<file path="src/rtl/qdvfs_pkg.sv">
package qdvfs_pkg;
  // one-cycle step request from control to datapath
  typedef struct packed {
    logic stepUp;
    logic stepDown;
  } stepCmd_t;

  // threshold and range status from datapath to control
  typedef struct packed {
    logic anyHigh;
    logic anyLow;
    logic atTop;
    logic atBottom;
  } occFlags_t;
endpackage

</file>
<file path="src/rtl/qdvfs_level_dp.sv">
module qdvfs_level_dp
  import qdvfs_pkg::*;
#(
  parameter int OCC_W      = 11,
  parameter int LOW_THR    = 16,
  parameter int HIGH_THR   = 128,
  parameter int NUM_LEVELS = 5,
  parameter int LVL_W      = 3
) (
  input  logic             clk,
  input  logic             rstN,
  input  logic [OCC_W-1:0] boqOcc,
  input  logic [OCC_W-1:0] lvqOcc,
  input  stepCmd_t         cmd,
  output logic [LVL_W-1:0] level,
  output occFlags_t        flags
);
  localparam int NQ = 2;
  localparam logic [OCC_W-1:0] LOW_V  = OCC_W'(LOW_THR);
  localparam logic [OCC_W-1:0] HIGH_V = OCC_W'(HIGH_THR);
  localparam logic [LVL_W-1:0] TOP_LVL = LVL_W'(NUM_LEVELS - 1);

  logic [NQ-1:0][OCC_W-1:0] occ;
  logic [NQ-1:0]            overHi;
  logic [NQ-1:0]            underLo;
  logic [LVL_W-1:0]         levelQ;

  assign occ = {lvqOcc, boqOcc};

  for (genvar q = 0; q < NQ; q++) begin : g_cmp
    assign overHi[q]  = occ[q] > HIGH_V;
    assign underLo[q] = occ[q] < LOW_V;
  end

  always_ff @(posedge clk or negedge rstN) begin
    if (!rstN)            levelQ <= TOP_LVL;
    else if (cmd.stepUp)  levelQ <= levelQ + 1'b1;
    else if (cmd.stepDown) levelQ <= levelQ - 1'b1;
  end

  assign level          = levelQ;
  assign flags.anyHigh  = |overHi;
  assign flags.anyLow   = |underLo;
  assign flags.atTop    = (levelQ == TOP_LVL);
  assign flags.atBottom = (levelQ == '0);
endmodule

</file>
<file path="src/rtl/qdvfs_step_ctl.sv">
module qdvfs_step_ctl
  import qdvfs_pkg::*;
#(
  parameter int SAMPLE_PERIOD = 25000,
  parameter int SETTLE_CYCLES = 20
) (
  input  logic      clk,
  input  logic      rstN,
  input  occFlags_t flags,
  output stepCmd_t  cmd,
  output logic      regBusy
);
  localparam int CNT_W = (SAMPLE_PERIOD > 1) ? $clog2(SAMPLE_PERIOD) : 1;
  localparam int SET_W = $clog2(SETTLE_CYCLES + 1);
  localparam logic [CNT_W-1:0] LAST_CNT = CNT_W'(SAMPLE_PERIOD - 1);
  localparam logic [SET_W-1:0] SET_LOAD = SET_W'(SETTLE_CYCLES);

  logic [CNT_W-1:0] sampleCnt;
  logic [SET_W-1:0] settleCnt;
  logic             sampleTick;
  logic             accept;
  logic             busyNow;

  assign sampleTick = (sampleCnt == LAST_CNT);
  assign busyNow    = (settleCnt != '0);
  assign accept     = sampleTick && !busyNow;

  // raise has priority; a raise request at the top masks any lowering
  assign cmd.stepUp   = accept && flags.anyHigh && !flags.atTop;
  assign cmd.stepDown = accept && !flags.anyHigh && flags.anyLow && !flags.atBottom;

  always_ff @(posedge clk or negedge rstN) begin
    if (!rstN)           sampleCnt <= '0;
    else if (sampleTick) sampleCnt <= '0;
    else                 sampleCnt <= sampleCnt + 1'b1;
  end

  always_ff @(posedge clk or negedge rstN) begin
    if (!rstN)                          settleCnt <= '0;
    else if (cmd.stepUp || cmd.stepDown) settleCnt <= SET_LOAD;
    else if (busyNow)                   settleCnt <= settleCnt - 1'b1;
  end

  assign regBusy = busyNow;
endmodule

</file>
<file path="src/rtl/qdvfs_ctrl.sv">
module qdvfs_ctrl
  import qdvfs_pkg::*;
#(
  parameter int QUEUE_SIZE    = 1024,
  parameter int OCC_W         = $clog2(QUEUE_SIZE + 1),
  parameter int LOW_THR       = 16,
  parameter int HIGH_THR      = QUEUE_SIZE / 8,
  parameter int NUM_LEVELS    = 5,
  parameter int LVL_W         = $clog2(NUM_LEVELS),
  parameter int SAMPLE_PERIOD = 25000,
  parameter int SETTLE_CYCLES = 20
) (
  input  logic             clk,
  input  logic             rstN,
  input  logic [OCC_W-1:0] boqOcc,
  input  logic [OCC_W-1:0] lvqOcc,
  output logic [LVL_W-1:0] level,
  output logic             regBusy
);
  stepCmd_t  cmd;
  occFlags_t flags;

  qdvfs_level_dp #(
    .OCC_W(OCC_W), .LOW_THR(LOW_THR), .HIGH_THR(HIGH_THR),
    .NUM_LEVELS(NUM_LEVELS), .LVL_W(LVL_W)
  ) dp_i (
    .clk(clk), .rstN(rstN), .boqOcc(boqOcc), .lvqOcc(lvqOcc),
    .cmd(cmd), .level(level), .flags(flags)
  );

  qdvfs_step_ctl #(
    .SAMPLE_PERIOD(SAMPLE_PERIOD), .SETTLE_CYCLES(SETTLE_CYCLES)
  ) ctl_i (
    .clk(clk), .rstN(rstN), .flags(flags), .cmd(cmd), .regBusy(regBusy)
  );
endmodule

</file>
<file path="config.mk">
export PLATFORM = sky130hd
export DESIGN_NAME = qdvfs_ctrl
export DESIGN_NICKNAME = d
export VERILOG_FILES = /design/src/rtl/qdvfs_pkg.sv /design/src/rtl/qdvfs_level_dp.sv /design/src/rtl/qdvfs_step_ctl.sv /design/src/rtl/qdvfs_ctrl.sv
export SDC_FILE = /design/constraint.sdc
export NUM_CORES = 1
export LEC_CHECK = 0
export BUFFER_PORTS_ARGS = -buffer_cell sky130_fd_sc_hd__buf_2
export CAP_MARGIN = 15
export CORE_MARGIN = 2
export CORE_UTILIZATION = 48
export CTS_CLUSTER_DIAMETER = 150
export DETAILED_ROUTE_END_ITERATION = 10
export PLACE_DENSITY = 0.83
export SYNTH_ARGS = -nofsm -noshare
export SYNTH_HDL_FRONTEND = slang
export SYNTH_HIERARCHICAL = 1
export SYNTH_SLANG_ARGS = --single-unit
</file>
<file path="constraint.sdc">
create_clock -name clk -period 2.6 [get_ports clk]
set_input_delay 0.13 -clock clk [delete_from_list [all_inputs] [get_ports clk]]
set_output_delay 0.13 -clock clk [all_outputs]
set_load 0.05 [all_outputs]
</file>
==> run summary <==
The total of max-cap violations is 0, and the transition time at the pin with the least slew margin is 496 ps. Across all layers, the routed design uses 1153 vias. In this run, the number of DRC markers left after iteration 0 of detailed routing was 35. Summed over all nets, the switching power comes to 0.111 mW. Timing would allow up to 0.415 GHz. The number of warnings reported in the yosys synthesis log is 6. The sequential fraction of design power came out at 65.8%. Clock skew on the completed layout was measured at 1.37 ps. The count of buffers added by post-CTS timing repair for setup came out at 0. The portion of the clock cycle consumed by the worst path in the final layout works out to 92.7%. The area growth from synthesis to layout was 16.5%; the final antenna-violating net count was 0.

The share of the synthesized area in the top cell type was 42.1%. The length of the first detailed-routing pass in iterations was 4; the synthesized flop and latch total was 23. The sum of negative setup slack is 0 ps, and the fraction of layout instances using a drive strength above 1 is 26.5%. Switching part of the total power: 20.3%. Using the TritonRoute via totals, the vias-per-cell ratio works out to 6.01. The worst path needs 2410 ps of the cycle, external delays included. Yosys instantiated no cell more often than sky130_fd_sc_hd__dfrtp_1.

The combined area of all synthesized cells came out at 1310 um2. The count of flip-flops with a built-in enable after synthesis is 0, and the met2 track demand over resource is 29.6%. The run gives 0.825 as the final RePlAce weighted congestion. Entering global routing, the biggest net connects 24 pins. The number of unique standard cell types used by synthesis was 41.

Setup repair after global routing left no endpoint under its margin. In the final routed layout, each cell accounts on average for 13.6 um. The run gives 290 ps as the clock insertion delay at the later pin of the skew report. The worst setup path is captured at a register. For the detailed-route wire length, the log shows 2620 um. The buffer levels on the longest clock path was 2; the horizontal die dimension was 56.2 um.

Measured along the y axis, the die boundary spans 56.2 um. For this run, design rule violations remaining after detail routing come to 0. By count the netlist is led by sky130_fd_sc_hd__dfrtp_1, sky130_fd_sc_hd__nor3_1, sky130_fd_sc_hd__nand2_1, sky130_fd_sc_hd__xor2_1. Once detailed placement completed, the half-perimeter wirelength came to 2020 um. The signal arrival time at the worst endpoint is 2640 ps, and the number of sinks handled by clock tree synthesis is 23.

The clock-pin slew on the worst setup and hold paths came out at 110 ps. The number of nets handed over by synthesis was 158. After synthesis, flip-flops and latches occupy 44.1% of the total area.

For this run, the share of the core covered by cells in the final layout is 60.5%. The tools report the remaining global-route overflow as 0. Port buffering added 27 buffers. The maximum fanout along the worst path was 3. Synthesis produced 130 cells. The logs give 0.676 nW for the leakage power total and 0 for the number of antenna violations at the first check in global routing. After floorplanning, the core was divided into 18 placement rows. For this design the top-level I/O count stands at 28. Of all cell types, the one taking the most synthesized area is sky130_fd_sc_hd__dfrtp_1.

Yosys attributes the largest share of cell area to sky130_fd_sc_hd__dfrtp_1, sky130_fd_sc_hd__xor2_1, sky130_fd_sc_hd__xnor2_1. Effective utilization at floorplan: 51.9%. The run finished with clean final reports.

The repair_antennas step left the layout with diodes totalling 0. The layer flagged by global routing as most heavily used is met2. The run gives 5.5% as the combinational group share of total power.

The clock network fraction of total power was 28.7%; the mean cell area of the mapped netlist was 10.1 um2. Number of buffers created by CTS: 3. The count of endpoints failing setup in the final report is 0.

TritonCTS built the clock tree. Internal power comes to 0.433 mW. The critical path in this run is classified as register to register. Across every metal layer, demand over resource in global routing totals 17.4%. Global routing consumed, on the met1 layer, 23.1% of the routing resources. Max-slew violation count: 0.

Global routing consumed, on the met3 layer, 2.33% of the routing resources. The first global-routing pass estimated 4510 um of wire. Data on the critical path is required at its endpoint by 2830 ps. The master cell of the clock root buffer is sky130_fd_sc_hd__clkbuf_4. The logs give 191 for the net count reported at finish and 1 for the H-tree level count. The min-delay analysis places its worst path in the category primary input to asynchronous set/reset pin. The total power per unit cell area came out at 357 nW/um2.

The hold violation total from the final report is 0, and the area of the die is 3160 um2. The most used flip-flop cell after synthesis is sky130_fd_sc_hd__dfrtp_1. VDD sags by at most 0.295 mV. The tools report the number of global-route vias before repair as 1065. The share of synthesized flip-flops with an asynchronous set or reset is 100%.

The relative slew slack is 66.9%. The total area inside the core boundary comes to 2520 um2. The tools report the type of element launching the critical path as a register.
[critical path: stages, from the launching register on]
cell and delay (ps):
sky130_fd_sc_hd__dfrtp_1 420, sky130_fd_sc_hd__inv_1 110, sky130_fd_sc_hd__ha_1 180, sky130_fd_sc_hd__or4b_1 480, sky130_fd_sc_hd__nor3_2 210, sky130_fd_sc_hd__inv_1 70
sky130_fd_sc_hd__fa_1 390, sky130_fd_sc_hd__nor3b_1 240, sky130_fd_sc_hd__a21oi_1 80, sky130_fd_sc_hd__xnor2_1 150
[layout make-up]
cell class	count	area (um2)
well taps	30	37.5
fillers	221	997
flip-flops and latches	23	577
clock buffers	4	26.3
repair buffers	31	168
inverters	6	22.5
multi-input cells	98	694
[path summary, 6_finish.rpt]
path | from | endpoint | slack [ps] | cells after the start
worst max-delay path | ctl_i/settleCnt[0] | dp_i/level[2] | 190 | 9
worst min-delay path | rstN | ctl_i/settleCnt[3] | 320 | 2
worst max register to register | ctl_i/settleCnt[0] | dp_i/level[2] | 190 | 9
worst min register to register | ctl_i/sampleCnt[12] | ctl_i/sampleCnt[12] | 520 | 1
max in group asynchronous | rstN | dp_i/level[2] | 1930 | 2
min in group clk | lvqOcc[10] | ctl_i/settleCnt[1] | 440 | 6
[cells by family (layout without fill, tap and decap cells)]
logic type | after synthesis | in the layout | share of synthesized area, %
AO/OA/AOI/OAI | 22 | 22 | 11.9
XOR/XNOR | 13 | 13 | 8.70
adder cells (fa/ha/maj) | 4 | 4 | 4.40
buffers and inverters | 9 | 41 | 3.25
flip-flops | 23 | 23 | 44.1
multiplexers | 2 | 2 | 1.63
AND/OR/NAND/NOR | 57 | 57 | 26.1
[power groups by stage]
stage | clock, mW | combinational [mW] | sequential, mW
3_3_place_gp | 0 | 0.0281 | 0.365
2_1_floorplan | 0 | 0.00466 | 0.365
3_5_place_dp | 0 | 0.0292 | 0.365
5_1_grt | 0.181 | 0.0338 | 0.358
4_1_cts | 0.163 | 0.0304 | 0.358
6_report | 0.156 | 0.0298 | 0.358
[flip-flops by register name, indices dropped and copies added, names as in the netlist]
name             count
dp_i/level           3
ctl_i/sampleCnt     15
ctl_i/settleCnt      5
[per-layer routing]
metal  part of all wire [%]  vias to the layer above  routed length, um
met5                      0                        -                  0
met3                    3.5                        4                 91
met4                   0.92                        0                 24
li1                       -                      546                  -
met2                     51                       27               1340
met1                     44                      576               1150
[cell usage in the layout (no fill, tap or decap), types with 2 or more instances in the layout]
| cell type | n |
|---|---|
| sky130_fd_sc_hd__clkbuf_4 | 3 |
| sky130_fd_sc_hd__nand2_1 | 7 |
| sky130_fd_sc_hd__nand3_1 | 6 |
| sky130_fd_sc_hd__nor3_1 | 8 |
| sky130_fd_sc_hd__and4_1 | 2 |
| sky130_fd_sc_hd__a21oi_1 | 6 |
| sky130_fd_sc_hd__xor2_1 | 7 |
| sky130_fd_sc_hd__inv_1 | 6 |
| sky130_fd_sc_hd__nor4_1 | 5 |
| sky130_fd_sc_hd__buf_2 | 27 |
| sky130_fd_sc_hd__nor4bb_1 | 2 |
| sky130_fd_sc_hd__nor3b_1 | 2 |
| sky130_fd_sc_hd__dfrtp_1 | 22 |
| sky130_fd_sc_hd__ha_1 | 3 |
| sky130_fd_sc_hd__nor2_1 | 4 |
| sky130_fd_sc_hd__buf_4 | 3 |
| sky130_fd_sc_hd__or3_1 | 5 |
| sky130_fd_sc_hd__or4_1 | 2 |
| sky130_fd_sc_hd__nand4_1 | 6 |
| sky130_fd_sc_hd__xnor2_1 | 6 |
| sky130_fd_sc_hd__and2_1 | 2 |
| sky130_fd_sc_hd__o21ai_0 | 6 |
[repair_timing]
item	in CTS	in global routing
hold buffers	1	0
endpoints found under the hold margin	22	0
setup endpoints to repair	0	1
gates resized for setup	0	1
[through the flow]
stage | cell area (um2) | hold WS, ps | instances | power, mW | setup slack [ps]
3_3_place_gp | 1480 | 119 | 187 | 0.393 | 360
3_5_place_dp | 1480 | 122 | 187 | 0.394 | 244
6_report | 1530 | 316 | 192 | 0.544 | 191
4_1_cts | 1520 | 320 | 192 | 0.552 | 211
2_1_floorplan | 1310 | -166 | 130 | 0.370 | 86.2
5_1_grt | 1530 | 349 | 192 | 0.573 | 39.5
(Power assumes the default switching activity.)
